[src/rtl/pwr_mode_pkg.sv]
package pwr_mode_pkg;

  typedef enum logic [1:0] {
    MODE_ACTIVE  = 2'b00,
    MODE_STANDBY = 2'b01,
    MODE_SLEEP   = 2'b10,
    MODE_PDOWN   = 2'b11
  } mode_e;

  localparam int CMD_W = 3;

  localparam logic [CMD_W-1:0] CMD_WAKE  = 3'd1;
  localparam logic [CMD_W-1:0] CMD_STBY  = 3'd2;
  localparam logic [CMD_W-1:0] CMD_SLEEP = 3'd3;
  localparam logic [CMD_W-1:0] CMD_PDOWN = 3'd4;

  typedef struct packed {
    logic wake;
    logic to_stby;
    logic to_sleep;
    logic to_pdown;
    logic unknown;
  } cmd_t;

endpackage

[src/rtl/pwr_pd_sync.sv]
module pwr_pd_sync #(
  parameter int STAGES = 2
) (
  input  logic clk,
  input  logic rst,
  input  logic pd_n_async,
  output logic pd_low
);

  logic [STAGES-1:0] sync_q;

  always_ff @(posedge clk) begin
    if (rst) begin
      sync_q <= '1;
    end else begin
      sync_q <= {sync_q[STAGES-2:0], pd_n_async};
    end
  end

  assign pd_low = ~sync_q[STAGES-1];

endmodule

[src/rtl/pwr_pd_timer.sv]
module pwr_pd_timer #(
  parameter int LOW_CYC = 60000,
  parameter int RST_CYC = 4
) (
  input  logic clk,
  input  logic rst,
  input  logic pd_low,
  output logic pin_rst
);

  localparam int CW  = $clog2(LOW_CYC + 1);
  localparam int RCW = $clog2(RST_CYC + 1);
  localparam logic [CW-1:0]  LOW_MAX = CW'(LOW_CYC);
  localparam logic [RCW-1:0] RST_LEN = RCW'(RST_CYC);

  logic [CW-1:0]  low_cnt;
  logic [RCW-1:0] rst_cnt;
  logic           long_release;

  assign long_release = !pd_low && (low_cnt == LOW_MAX);

  always_ff @(posedge clk) begin
    if (rst) begin
      low_cnt <= '0;
    end else if (pd_low) begin
      if (low_cnt != LOW_MAX) low_cnt <= low_cnt + 1'b1;
    end else begin
      low_cnt <= '0;
    end
  end

  always_ff @(posedge clk) begin
    if (rst) begin
      rst_cnt <= '0;
    end else if (long_release) begin
      rst_cnt <= RST_LEN;
    end else if (rst_cnt != '0) begin
      rst_cnt <= rst_cnt - 1'b1;
    end
  end

  assign pin_rst = (rst_cnt != '0);

endmodule

[src/rtl/pwr_cmd_decode.sv]
module pwr_cmd_decode
  import pwr_mode_pkg::*;
(
  input  logic             vld,
  input  logic [CMD_W-1:0] code,
  output cmd_t             cmd
);

  always_comb begin
    cmd = '0;
    if (vld) begin
      unique case (code)
        CMD_WAKE:  cmd.wake     = 1'b1;
        CMD_STBY:  cmd.to_stby  = 1'b1;
        CMD_SLEEP: cmd.to_sleep = 1'b1;
        CMD_PDOWN: cmd.to_pdown = 1'b1;
        default:   cmd.unknown  = 1'b1;
      endcase
    end
  end

endmodule

[src/rtl/pwr_mode_fsm.sv]
module pwr_mode_fsm
  import pwr_mode_pkg::*;
(
  input  logic  clk,
  input  logic  rst,
  input  logic  hold,
  input  logic  pd_low,
  input  cmd_t  cmd,
  output mode_e mode_q,
  output logic  en_q,
  output logic  chg_q,
  output logic  err_q,
  output logic  core_rst_q
);

  mode_e mode_d;
  logic  err_d;
  logic  any_cmd;

  assign any_cmd = cmd.wake | cmd.to_stby | cmd.to_sleep | cmd.to_pdown | cmd.unknown;

  always_comb begin
    mode_d = mode_q;
    err_d  = 1'b0;
    if (hold) begin
      mode_d = MODE_SLEEP;
    end else if (pd_low) begin
      mode_d = MODE_PDOWN;
    end else if (any_cmd) begin
      if (mode_q == MODE_ACTIVE) begin
        if (cmd.to_stby)       mode_d = MODE_STANDBY;
        else if (cmd.to_sleep) mode_d = MODE_SLEEP;
        else if (cmd.to_pdown) mode_d = MODE_PDOWN;
        else                   err_d  = 1'b1;
      end else begin
        if (cmd.wake) mode_d = MODE_ACTIVE;
        else          err_d  = 1'b1;
      end
    end
  end

  always_ff @(posedge clk) begin
    if (rst) begin
      mode_q     <= MODE_SLEEP;
      en_q       <= 1'b0;
      chg_q      <= 1'b0;
      err_q      <= 1'b0;
      core_rst_q <= 1'b1;
    end else begin
      mode_q     <= mode_d;
      en_q       <= (mode_d == MODE_ACTIVE);
      chg_q      <= (mode_d != mode_q);
      err_q      <= err_d;
      core_rst_q <= hold;
    end
  end

endmodule

[src/rtl/pwr_mode_ctrl.sv]
module pwr_mode_ctrl
  import pwr_mode_pkg::*;
#(
  parameter int CLK_KHZ    = 12000,
  parameter int PD_MIN_US  = 5000,
  parameter int RST_CYC    = 4,
  parameter int SYNC_STAGES = 2
) (
  input  logic             clk,
  input  logic             rst,
  input  logic             por_busy_i,
  input  logic             pd_n_i,
  input  logic             cmd_vld_i,
  input  logic [CMD_W-1:0] cmd_code_i,
  output logic [1:0]       mode_o,
  output logic             engine_en_o,
  output logic             core_rst_o,
  output logic             mode_chg_o,
  output logic             cmd_err_o
);

  localparam int LOW_CYC = (CLK_KHZ * PD_MIN_US) / 1000;

  logic  pd_low;
  logic  pin_rst;
  logic  hold;
  logic  en_q;
  cmd_t  cmd;
  mode_e mode_q;

  pwr_pd_sync #(.STAGES(SYNC_STAGES)) u_sync (
    .clk        (clk),
    .rst        (rst),
    .pd_n_async (pd_n_i),
    .pd_low     (pd_low)
  );

  pwr_pd_timer #(.LOW_CYC(LOW_CYC), .RST_CYC(RST_CYC)) u_timer (
    .clk     (clk),
    .rst     (rst),
    .pd_low  (pd_low),
    .pin_rst (pin_rst)
  );

  pwr_cmd_decode u_dec (
    .vld  (cmd_vld_i),
    .code (cmd_code_i),
    .cmd  (cmd)
  );

  assign hold = por_busy_i | pin_rst;

  pwr_mode_fsm u_fsm (
    .clk        (clk),
    .rst        (rst),
    .hold       (hold),
    .pd_low     (pd_low),
    .cmd        (cmd),
    .mode_q     (mode_q),
    .en_q       (en_q),
    .chg_q      (mode_chg_o),
    .err_q      (cmd_err_o),
    .core_rst_q (core_rst_o)
  );

  assign mode_o      = mode_q;
  assign engine_en_o = en_q & pd_n_i;

endmodule

[config.mk]
export PLATFORM = sky130hd
export DESIGN_NAME = pwr_mode_ctrl
export DESIGN_NICKNAME = d
export VERILOG_FILES = /design/src/rtl/pwr_mode_pkg.sv /design/src/rtl/pwr_pd_sync.sv /design/src/rtl/pwr_pd_timer.sv /design/src/rtl/pwr_cmd_decode.sv /design/src/rtl/pwr_mode_fsm.sv /design/src/rtl/pwr_mode_ctrl.sv
export SDC_FILE = /design/constraint.sdc
export NUM_CORES = 1
export LEC_CHECK = 0
export BUFFER_PORTS_ARGS = -buffer_cell sky130_fd_sc_hd__buf_2
export CAP_MARGIN = 0
export CORE_MARGIN = 3
export CORE_UTILIZATION = 25
export DETAILED_ROUTE_END_ITERATION = 7
export HOLD_SLACK_MARGIN = 0.15
export PLACE_DENSITY = 0.52
export SLEW_MARGIN = 20
export SYNTH_ARGS = -nofsm -noshare
export SYNTH_HDL_FRONTEND = slang
export SYNTH_SLANG_ARGS = --single-unit
[constraint.sdc]
create_clock -name clk -period 1.5 [get_ports clk]
set_input_delay 0.075 -clock clk [delete_from_list [all_inputs] [get_ports clk]]
set_output_delay 0.075 -clock clk [all_outputs]
set_load 0.02 [all_outputs]
# --- Word-level counts from Yosys, hierarchy flattened ---
# Index checks and enable logic that the tools add are counted.
classes:
  mux: 21
  n_bitwise: 8
  eq_ne: 7
  reduce_logical: 9
  add_sub_neg: 2
ops:
  columns: ["cell", "count"]
  rows:
  - ["16-bit by 1-bit adder with 16-bit output (second input constant)", 1]
  - ["16-bit equality test (second input constant)", 1]
  - ["2-bit two-way mux", 8]
  - ["16-bit != test (second input constant)", 1]
  - ["1-bit two-way mux", 10]
  - ["4-bit OR reduction", 2]
  - ["3-bit by 2-bit equality test with 1-bit output (second input constant)", 2]
  - ["3-bit two-way mux", 2]
  - ["5-bit two-way mux", 1]
  - ["1-bit OR", 5]
  - ["2-bit logical NOT", 2]
  - ["2-bit OR reduction", 2]
  - ["3-bit by 1-bit equality test with 1-bit output (second input constant)", 1]
  - ["3-bit equality test (second input constant)", 1]
  - ["3-bit nonzero test", 1]
  - ["3-bit by 1-bit subtractor with 3-bit output (second input constant)", 1]
  - ["2-bit != test", 1]
  - ["1-bit NOT", 2]
  - ["2-bit nonzero test", 1]
  - ["1-bit bitwise AND", 1]
  - ["1-bit logical AND", 1]
totals:
  elab_cells: 56
  inputBits: 8
  output_inout_bits: 6
  ff_bits: 27

# --- Depth between registers and ports, before layout ---
logic_depth:
  word_depth: 12
  ltp_mapped: 7
  ltp_nobuf: 7

# --- By module ---
# A second synthesis with hierarchy kept.
hier_totals:
  hier_cells: 160
  area_unflattened_um2: 1410.1
modules_own_cells:
  columns: ["mod", "n_inst", "area_each_um2", "cells_per_inst"]
  rows:
  - ["pwr_pd_timer", 1, 979.7, 112]
  - ["pwr_mode_fsm", 1, 301.5, 33]
  - ["pwr_cmd_decode", 1, 60.1, 8]
  - ["pwr_pd_sync", 1, 56.3, 5]
  - ["pwr_mode_ctrl", 1, 12.5, 2]

# --- Worst setup path after synthesis ---
# OpenSTA, ideal clock, no wires.
synth_timing:
  path_kind: "register to register"
  startpoint: "register u_timer.low_cnt[0]"
  endpoint: "register u_timer.low_cnt[1]"
  path_stages_with_launch: 7
  arrival_time_ns: 1.490
  setup_slack_ns: -0.117
  path_cell_list: "dfxtp_1 > inv_1 > ha_1 > or3b_2 > nor4_4 > mux2i_1 > nor2_1"
synth_between:
  elab_chain_cells: 1
  elab_cells_between_ends: 2
  cone_classes: "add/sub: 1; eq/ne: 1"
synth_lines:
  columns: ["item", "line_no", "text"]
  rows:
  - ["start: declaration", "pwr_pd_timer.sv:16", "logic [CW-1:0] low_cnt;"]
  - ["start signal: assignment", "pwr_pd_timer.sv:26", "if (low_cnt != LOW_MAX) low_cnt <= low_cnt + 1'b1;"]
  - ["16-bit by 1-bit adder with 16-bit output or 16-bit != test (tied branches)", "pwr_pd_timer.sv:26", null]
# Parallel ways exist; a longest one is shown, timed or not.
# A chain may end at the register's enable or synchronous reset.

# --- Final worst setup path ---
layout_timing:
  startpoint: "register u_timer.low_cnt[0]"
  endpoint: "register u_timer.low_cnt[15]"
# The elaborated chain is that of the path after synthesis.

==> results.md <==
* TritonCTS Buffers at 3
* WS Path Type: flip-flop to flip-flop
* Worst IR drop on VDD at 0.3281 mV
* Top-area cell type share of the netlist area at 0.4106
* Core footprint at ~0.005 mm2
* Hold crit path type: primary input to flip-flop
* Post-synthesis mux area share at 0.01521
* Simple-gate share of the synthesized area at 0.3089
* TritonCTS clock tree: yes
* Largest area contributor in the netlist: dfxtp_1
* Setup-failing EPs final at 6
* Total power at roughly 1600 uW
* Final hold vios at 0
* Post-synthesis compound-gate area fraction at 0.09981
* Root Buffer: clkbuf_8
* Adder-cell share of the synthesized area at 0.04753
* GP Congestion at 0.7903
* Startpoint types: flip-flop
* Layout Skew at 0.002085 ns
* Largest net degree at the start of global routing at 16
* Top Ports at 14
* Synthesized area at between 0.001 and 0.0015 mm2
* Actual slew at the worst max-slew pin at 0.3615 ns
* Avg Cell Area, Syn at 9.078 um2
* Initial antenna violation count at 0
* Final period demand of the worst path at 1.616 ns
* XOR/XNOR share of the synthesized area at 0.08650
* Total gr overflow at 0
* RSZ-0062 raised after global routing: true
* Worst path required time at 1.71 ns
* Power per cell area at 859.0 mW/mm2
* FF+latch count, synth at 27
* Number of global-route vias before repair at about 1100
* DRT iter0 DRCs at between 40 and 50
* Drt via density at 4.458
* Clock-pin slew on the worst setup and hold paths at approximately 0.09 ns
* Asr flop ratio synth at 0
* Total GRT Usage at 0.1014
* Clock buffer depth at 2
* Rel. slew slack at 0.7527
* FMAX at between 600 and 700 MHz
* Cell Rows at 25
* Status: finished, violations left
* Worst setup margin at -0.1160 ns
* Layout cells sized above 1 at 0.3679
* Port Buffer Count at 13
* CTS H-tree depth at 1
* Post-synth EDFFs at 0
* CP Capture Type: flip-flop
* Diodes inserted at 0
* Initial Util at 0.2680
* Clock network latency to the later pin of the worst-skew pair at 0.27 ns
* Final nets at 207
* First-pass GRT wire length at 5037 um
* TNS Setup at -0.4139 ns
* Worst slack at placement at -0.1105 ns
* Crit path max fanout at 5
* Final period utilization at 1.077
* Largest cells by area after synthesis: dfxtp_1 (41%), ha_1 (4.8%), xor2_1 (4.7%), nor2_1 (4.3%), xnor2_1 (4.0%)
* Clk sinks at 27
* Seq/Total Area, Yosys at 0.4106
* Yosys Warn Count at 0
* Antenna viol nets, final at 0
* # DRC at 0
* Die Y at 78.56 um
* Total number of vias at 1159
* Gate count after technology mapping at roughly 150
* Failing checks: negative setup slack
* Largest family of logic cells by synthesized area: simple AND/OR/NAND/NOR gates
* Most used DFF post-synth: dfxtp_1
* LEAKAGE at 0.0007066 uW
* WP data arrival at 1.83 ns
* P&R area growth vs syn at 38.40%
* Library cells used by synthesis at 43
* Die area at 0.006172 mm2
* Max Cap Violations at 0
* DP Wirelength at about 2100 um
* Post-DR wirelength/cell at 10.85 um
* Synth Net Count at 158
* Overall routed net length at between 2000 and 3000 um
* Die W at 78.56 um
* DRT Pass-1 Iters at 4
* Pins over their slew limit at 0
[metrics by stage]
stage | cell area, um2 | hold WS [ns] | cells | utilization
final | 1822 | 0.1350 | 260 | 0.3710
after floorplan | 1324 | 0.1441 | 145 | -
after global placement | 1672 | 0.2800 | 251 | 0.3404
after CTS | 1779 | 0.1529 | 260 | 0.3623
after detailed placement | 1672 | 0.2784 | 251 | 0.3404
after global routing | 1822 | 0.1554 | 260 | 0.3710
[layer usage]
| metal | track usage | part of all wire | vias to the layer above |
|---|---|---|---|
| li1 | - | - | 606 |
| met1 | 0.1383 | 0.50 | 538 |
| met2 | 0.1570 | 0.46 | 13 |
| met3 | 0.01376 | 0.029 | 2 |
| met4 | 0.04720 | 0.013 | 0 |
| met5 | 0 | 0 | - |
[critical path: stages (launching register included)]
cell	delay, ns
dfxtp_2	0.35
buf_6	0.11
nand4_4	0.07
or3_4	0.43
or4_4	0.49
a21oi_2	0.12
[power breakdown]
group	internal, uW	switching [uW]
clock	190	224
combinational	200	175
sequential	755	20.0
[layout make-up]
type	count	area, um2
multi-input combinational	107	785.8
sequential	27	549.3
clock buffer	4	45.04
fill	507	3089
inverter	10	38.79
tap	67	83.83
timing repair buffer	45	319.1
[sequential cells by signal, indices dropped and copies added (netlist names)]
name,cells
u_fsm.chg_q,1
u_timer.low_cnt,16
u_sync.sync_q,2
u_fsm.mode_q,2
u_fsm.err_q,1
u_fsm.en_q,1
u_fsm.core_rst_q,1
u_timer.rst_cnt,3
[kinds of logic after synthesis]
logic type,after synthesis
mux,2
xor+xnor,13
simple gates,67
compound gates,20
buf+inv,11
flops,27
fa+ha+maj,5
[timing repair]
item	4_1_cts	5_1_grt
setup endpoints to repair	12	14
gates resized for setup	6	12
hold endpoints to repair	6	0
hold buffers	4	0
setup buffers	1	0
pin swaps	4	6
[cells in the mapped netlist, types with 2 or more instances]
cell type  number
dfxtp_1        27
nor2_1         15
nand2_1        12
inv_1           9
a21oi_1         7
xor2_1          7
nand3_1         6
xnor2_1         6
ha_1            5
nor3_1          5
and2_1          3
mux2i_1         2
nand4_1         2
nand4bb_1       2
nor2b_1         2
nor4_1          2
o2111ai_1       2
o21ai_0         2
o31ai_1         2
or2_2           2
or3_1           2
or3b_1          2
[cells in the final DEF (no fill, tap or decap), types with 6 or more instances in the layout]
cell type   n
dfxtp_2     7
nand2_1    11
xnor2_1     6
xor2_1      7
inv_1       6
nand3_1     6
buf_4      27
a21oi_1     6
nor2_1     15
buf_2      13
dfxtp_1    20
[worst paths after layout]
check / slack, ns / cells after the start / from / to
setup / recovery: -0.12 / 5 / u_timer.low_cnt[0] / u_timer.low_cnt[15]
hold / removal: 0.13 / 4 / por_busy_i / u_fsm.err_q
setup reg to reg: -0.12 / 5 / u_timer.low_cnt[0] / u_timer.low_cnt[15]
hold reg to reg: 0.42 / 1 / u_sync.sync_q[0] / u_sync.sync_q[1]
(Power assumes the default switching activity.)
